$ cat src/rtl/freerun_wdt_pkg.sv
package freerun_wdt_pkg;
    typedef enum logic [1:0] {
        SEL_COUNT = 2'd0,
        SEL_TBASE = 2'd1,
        SEL_OUTEN = 2'd2,
        SEL_EVCLR = 2'd3
    } wsel_e;

    typedef enum logic {
        ST_IDLE = 1'b0,
        ST_FIRE = 1'b1
    } pulse_st_e;

    localparam int TBASE_BIT = 0;
    localparam int OUTEN_BIT = 1;
    localparam int EVCLR_BIT = 0;
endpackage

$ cat src/rtl/wdt_regs.sv
module wdt_regs
    import freerun_wdt_pkg::*;
#(
    parameter int          CW         = 8,
    parameter logic [CW-1:0] PRESET_RST = 8'd60
) (
    input  logic          clk,
    input  logic          rst_n,
    input  logic          wr_en,
    input  logic [1:0]    wr_sel,
    input  logic [CW-1:0] wr_data,
    output logic [CW-1:0] preset_q,
    output logic          load,
    output logic          tbase_sec_q,
    output logic          outen_q,
    output logic          clr_req
);
    wsel_e sel;
    assign sel     = wsel_e'(wr_sel);
    assign load    = wr_en && (sel == SEL_COUNT);
    assign clr_req = wr_en && (sel == SEL_EVCLR) && wr_data[EVCLR_BIT];

    always_ff @(posedge clk or negedge rst_n) begin
        if (!rst_n) begin
            preset_q    <= PRESET_RST;
            tbase_sec_q <= 1'b1;
            outen_q     <= 1'b0;
        end else if (wr_en) begin
            unique case (sel)
                SEL_COUNT: preset_q    <= wr_data;
                SEL_TBASE: tbase_sec_q <= wr_data[TBASE_BIT];
                SEL_OUTEN: outen_q     <= wr_data[OUTEN_BIT];
                SEL_EVCLR: ;
            endcase
        end
    end
endmodule

$ cat src/rtl/wdt_prescaler.sv
module wdt_prescaler #(
    parameter int DIV = 60
) (
    input  logic clk,
    input  logic rst_n,
    input  logic sec_tick,
    input  logic restart,
    output logic min_tick
);
    generate
        if (DIV <= 1) begin : g_bypass
            assign min_tick = sec_tick;
        end else begin : g_div
            localparam int PW = $clog2(DIV);
            localparam logic [PW-1:0] LAST = PW'(DIV - 1);
            logic [PW-1:0] pcnt_q;

            assign min_tick = sec_tick && (pcnt_q == LAST) && !restart;

            always_ff @(posedge clk or negedge rst_n) begin
                if (!rst_n)                pcnt_q <= '0;
                else if (restart)          pcnt_q <= '0;
                else if (sec_tick) begin
                    if (pcnt_q == LAST)    pcnt_q <= '0;
                    else                   pcnt_q <= pcnt_q + 1'b1;
                end
            end
        end
    endgenerate

    // a minute tick is always carried by a second tick
    p_min_sub_sec_r7: assert property (@(posedge clk) disable iff (!rst_n)
        min_tick |-> sec_tick);
endmodule

$ cat src/rtl/wdt_counter.sv
module wdt_counter #(
    parameter int CW = 8
) (
    input  logic          clk,
    input  logic          rst_n,
    input  logic          base_tick,
    input  logic          load,
    input  logic [CW-1:0] load_val,
    input  logic [CW-1:0] preset_q,
    input  logic [CW-1:0] cnt_rst,
    output logic          expire
);
    logic [CW-1:0] cnt_q;

    assign expire = base_tick && !load && (cnt_q <= CW'(1));

    always_ff @(posedge clk or negedge rst_n) begin
        if (!rst_n)          cnt_q <= cnt_rst;
        else if (load)       cnt_q <= load_val;
        else if (base_tick) begin
            if (cnt_q <= CW'(1)) cnt_q <= preset_q;
            else                 cnt_q <= cnt_q - 1'b1;
        end
    end

    // a count write discards the coinciding tick, so no expiry with it
    p_load_no_expire_r2: assert property (@(posedge clk) disable iff (!rst_n)
        load |-> !expire);
    // an expiry leaves the reloaded count in the counter
    p_reload_r3: assert property (@(posedge clk) disable iff (!rst_n)
        expire |=> (cnt_q == $past(preset_q)));
endmodule

$ cat src/rtl/wdt_event.sv
module wdt_event
    import freerun_wdt_pkg::*;
#(
    parameter int PULSE_LEN = 4
) (
    input  logic clk,
    input  logic rst_n,
    input  logic expire,
    input  logic clr_req,
    input  logic outen,
    output logic event_flag,
    output logic sys_rst_pulse
);
    localparam int PW = (PULSE_LEN > 1) ? $clog2(PULSE_LEN) : 1;
    localparam logic [PW-1:0] PLAST = PW'(PULSE_LEN - 1);

    pulse_st_e     state_q, state_d;
    logic [PW-1:0] pcnt_q;
    logic          flag_q;
    logic          rise_ok;

    assign rise_ok = expire && !flag_q && outen;

    always_ff @(posedge clk or negedge rst_n) begin
        if (!rst_n)       flag_q <= 1'b0;
        else if (expire)  flag_q <= 1'b1;
        else if (clr_req) flag_q <= 1'b0;
    end

    always_comb begin
        state_d = state_q;
        unique case (state_q)
            ST_IDLE: if (rise_ok)          state_d = ST_FIRE;
            ST_FIRE: if (pcnt_q == PLAST)  state_d = ST_IDLE;
        endcase
    end

    always_ff @(posedge clk or negedge rst_n) begin
        if (!rst_n) begin
            state_q <= ST_IDLE;
            pcnt_q  <= '0;
        end else begin
            state_q <= state_d;
            if (state_q == ST_FIRE && state_d == ST_FIRE) pcnt_q <= pcnt_q + 1'b1;
            else                                          pcnt_q <= '0;
        end
    end

    always_comb begin
        sys_rst_pulse = (state_q == ST_FIRE);
        event_flag    = flag_q;
    end

    // every pulse starts together with a rise of the flag under enable
    p_pulse_on_rise_r5: assert property (@(posedge clk) disable iff (!rst_n)
        $rose(sys_rst_pulse) |-> ($rose(event_flag) && $past(outen)));
    // the flag holds unless a clear is requested
    p_flag_sticky_r4: assert property (@(posedge clk) disable iff (!rst_n)
        (event_flag && !clr_req) |=> event_flag);
    // clear without coinciding expiry empties the flag
    p_flag_clear_r4: assert property (@(posedge clk) disable iff (!rst_n)
        (clr_req && !expire) |=> !event_flag);
endmodule

$ cat src/rtl/freerun_wdt.sv
module freerun_wdt #(
    parameter int          CW         = 8,
    parameter int          MIN_DIV    = 60,
    parameter int          PULSE_LEN  = 4,
    parameter logic [7:0]  PRESET_RST = 8'd60
) (
    input  logic       clk,
    input  logic       rst_n,
    input  logic       sec_tick,
    input  logic       wr_en,
    input  logic [1:0] wr_sel,
    input  logic [7:0] wr_data,
    output logic       event_flag,
    output logic       sys_rst_pulse
);
    localparam logic [CW-1:0] CNT_RST = CW'(PRESET_RST);

    logic [CW-1:0] preset_q;
    logic          load, tbase_sec, outen, clr_req;
    logic          min_tick, base_tick, expire;

    wdt_regs #(.CW(CW), .PRESET_RST(CNT_RST)) regs_i (
        .clk(clk), .rst_n(rst_n), .wr_en(wr_en), .wr_sel(wr_sel),
        .wr_data(CW'(wr_data)), .preset_q(preset_q), .load(load),
        .tbase_sec_q(tbase_sec), .outen_q(outen), .clr_req(clr_req)
    );

    wdt_prescaler #(.DIV(MIN_DIV)) presc_i (
        .clk(clk), .rst_n(rst_n), .sec_tick(sec_tick),
        .restart(load), .min_tick(min_tick)
    );

    assign base_tick = tbase_sec ? sec_tick : min_tick;

    wdt_counter #(.CW(CW)) cnt_i (
        .clk(clk), .rst_n(rst_n), .base_tick(base_tick), .load(load),
        .load_val(CW'(wr_data)), .preset_q(preset_q), .cnt_rst(CNT_RST),
        .expire(expire)
    );

    wdt_event #(.PULSE_LEN(PULSE_LEN)) evt_i (
        .clk(clk), .rst_n(rst_n), .expire(expire), .clr_req(clr_req),
        .outen(outen), .event_flag(event_flag), .sys_rst_pulse(sys_rst_pulse)
    );
endmodule

$ cat config.mk
export PLATFORM = sky130hd
export DESIGN_NAME = freerun_wdt
export DESIGN_NICKNAME = d
export VERILOG_FILES = /design/src/rtl/freerun_wdt_pkg.sv /design/src/rtl/wdt_regs.sv /design/src/rtl/wdt_prescaler.sv /design/src/rtl/wdt_counter.sv /design/src/rtl/wdt_event.sv /design/src/rtl/freerun_wdt.sv
export SDC_FILE = /design/constraint.sdc
export NUM_CORES = 1
export LEC_CHECK = 0
export BUFFER_PORTS_ARGS = -buffer_cell sky130_fd_sc_hd__buf_2
export CORE_MARGIN = 10
export CORE_UTILIZATION = 62
export DETAILED_ROUTE_END_ITERATION = 7
export PLACE_DENSITY = 0.82
export SLEW_MARGIN = 20
export SYNTH_ARGS = -nofsm -noshare
export SYNTH_HDL_FRONTEND = slang
export SYNTH_SLANG_ARGS = --single-unit
$ cat constraint.sdc
create_clock -name clk -period 3.2 [get_ports clk]
set_input_delay 0.32 -clock clk [delete_from_list [all_inputs] [get_ports clk]]
set_output_delay 0.32 -clock clk [all_outputs]
set_load 0.02 [all_outputs]
==> results_dict.tcl <==
set metrics [dict create \
    status "finished, final reports clean" \
    critPathKind "reg2reg" \
    ctsResizeCount 0 \
    routabilityCongestion 0.883 \
    crit_fanout 10 \
    pwr-share-clk 0.152 \
    cts_setup_buffers 0 \
    grt_pass1_wl_um 5980 \
    yosysWarnings 0 \
    fin_crit_ns 1.79 \
    internal-power_w 0.000631 \
    relSlewSlack 0.585 \
    drt-total-wl_um 3400 \
    drv_slew 0 \
    synth-async-reset-ratio 1.00 \
    insertion_delay_ns 0.33 \
    worst_slew_pin_slew_ns 0.622 \
    p_leak_nw 0.770 \
    port_buffers 15 \
    die_h_um 70.3 \
    clk_path_buf_depth 2 \
    switching_share 0.368 \
    start_util 0.640 \
    drt_pass1_iterations 4 \
    drive_gt1_frac 0.207 \
    syn_avg_cell_area_um2 9.19 \
    synth_cell_type_count 48 \
    critPathArrivalTime_ns 2.04 \
    die_w_um 70.3 \
    cp-start-kind "register" \
    finalHoldViolations 0 \
    seq_area_frac_synth 0.453 \
    area_delta_synth_final_pct 7.96 \
    skew_ns 0.0104 \
    synthesis.area_um2 1570 \
    dp_slack_ns 1.42 \
    wl_per_cell_um 15.9 \
    rsz0062_at_grt "no" \
    drt_iter0_drc 122 \
    cts_buffers 3 \
    via_per_inst 6.03 \
    grt_pass1_vias 1287 \
    drc 0 \
    comb_power_share 0.300 \
    power_frac_seq 0.548 \
    cellPowerDensity_nw_per_um2 589 \
    htreeDepth 1 \
    grt_usage 0.140 \
    switching_power_w 0.000368 \
    antenna_found_initial 0 \
    n_antenna_cell 0 \
    power_w 0.000999 \
    nNetsFinal 203 \
    clk_pin_slew_ns 0.15 \
    core_region_area_um2 2450 \
    finalSetupViolCount 0 \
    synth_nets 189 \
    grt_max_degree 29 \
    synth_ff_type "dfrtp_1" \
    num_vias 1290 \
    fp-row-count 18 \
    overflow 0 \
    setup_slack_ns 1.41 \
    endpoint_kind "register" \
    clock-sinks 28 \
    final_core_util 0.691 \
    vdd_ir_drop_max_uv 458 \
    hold_class "in2reg" \
    synthesis.instances 171 \
    timing.final.crit_share 0.561 \
    synth-edff-count 0 \
    final_antenna_net_count 0 \
    setup-tns-final_ns 0 \
    fmax_ghz 0.557 \
    synth_seq_cells 28 \
    io_pins 16 \
    ctsRootBufferMaster "clkbuf_4" \
    maxCapViolations 0 \
    fillers 204 \
    place_hpwl_um 2500 \
    design.die.area_um2 4950 \
    critical_path_required_ns 3.44 \
    cts_tree "done" \
]
cells by family (layout without fill, tap and decap cells):
kind of cell | after synthesis | after routing | share of synthesized area
compound gates | 42 | 42 | 0.188
fa+ha+maj | 4 | 4 | 0.0318
buf+inv | 12 | 25 | 0.0295
flops | 28 | 28 | 0.453
mux | 3 | 3 | 0.0207
simple gates | 82 | 82 | 0.277
sequential cells by signal (all words and copies together) (netlist names):
signal / flops
cnt_i.cnt_q: 8
evt_i.event_flag: 1
evt_i.pcnt_q: 2
evt_i.sys_rst_pulse: 1
presc_i.g_div.pcnt_q: 6
regs_i.outen_q: 1
regs_i.preset_q: 8
regs_i.tbase_sec_q: 1
cell type report:
cell class                      count  area (um^2)  share of cell area
Tap cell                           30         37.5              0.0221
Inverter                            4         15.0             0.00885
Timing Repair Buffer               17         92.6              0.0546
Multi-Input combinational cell    131          813               0.479
Clock buffer                        4         26.3              0.0155
Sequential cell                    28          712               0.420
power by group through the flow:
stage               Clock [W]  Combinational (W)  Sequential, W
floorplan                   0           0.000248       0.000516
global placement            0           0.000283       0.000546
detailed placement          0           0.000296       0.000552
CTS                  0.000156           0.000299       0.000546
global route         0.000174           0.000338       0.000563
finish               0.000152           0.000299       0.000548
metal layers:
metal,global-route usage,routed length (um),share of wire
met5,0,0,0
met4,0.0768,113,0.033
met2,0.218,1590,0.47
met1,0.173,1570,0.46
met3,0.0339,127,0.037
final timing paths:
kind                                                      from                                  end  slack (ns)  cells past startpoint
max in group asynchronous                                rst_n           cnt_i.cnt_q[0]$_DFFE_PN0P_        2.28                      2
hold / removal                                      wr_data[4]       regs_i.preset_q[4]$_DFFE_PN1P_        0.17                      3
min in group asynchronous                                rst_n  presc_i.g_div.pcnt_q[0]$_DFFE_PN0P_        0.52                      2
hold reg to reg                      evt_i.pcnt_q[0]$_DFF_PN0_            evt_i.pcnt_q[0]$_DFF_PN0_        0.46                      1
setup reg to reg           presc_i.g_div.pcnt_q[0]$_DFFE_PN0P_         evt_i.event_flag$_DFFE_PN0P_        1.41                      5
setup / recovery           presc_i.g_div.pcnt_q[0]$_DFFE_PN0P_         evt_i.event_flag$_DFFE_PN0P_        1.41                      5
cells in the mapped netlist (all sizes together) (2+ instances only):
cell	count	area share
mux2	2	0.014
a31oi	5	0.020
dfstp	9	0.15
nand3	2	0.0064
o31ai	2	0.0096
o211ai	7	0.033
or2	2	0.0080
ha	4	0.032
and3	2	0.0080
and2	3	0.012
a311oi	2	0.011
nor3	4	0.016
clkbuf	7	0.017
nor2	18	0.043
nand4	5	0.020
nor2b	3	0.012
a21oi	11	0.037
or4	4	0.024
dfrtp	19	0.30
nand2	28	0.067
nor4	3	0.016
inv	4	0.0096
a22o	2	0.011
o21ai	2	0.0064
a21o	4	0.019
worst max-delay path, cell delays in order, from the launching register on:
cell	delay [ns]
dfrtp_1	0.44
ha_1	0.27
and4b_1	0.22
a21oi_2	0.40
nor2_1	0.12
a22o_1	0.25
repair_timing:
action | in CTS | in global routing
hold buffers | 1 | 0
endpoints found under the hold margin | 19 | 0
endpoints found under the setup margin | 0 | 0
placed cells by master (no fill, tap or decap), types with 3 or more instances in the layout:
cell type   n
a21o_1      4
a21oi_1    10
a31oi_1     5
and2_1      3
buf_2      15
clkbuf_4    3
dfrtp_1    19
dfstp_2     9
ha_1        4
inv_1       4
nand2_1    28
nand4_1     5
nor2_1     18
nor2b_1     3
nor3_1      3
o211ai_1    7
stage by stage:
stage,hold slack (ns),area [um^2],std cells
final,0.174,1700,214
after global routing,0.151,1700,214
after CTS,0.166,1700,214
after detailed placement,0.365,1660,209
after global placement,0.359,1660,209
after floorplan,0.0244,1570,171
Power figures use the tool's default switching activity.
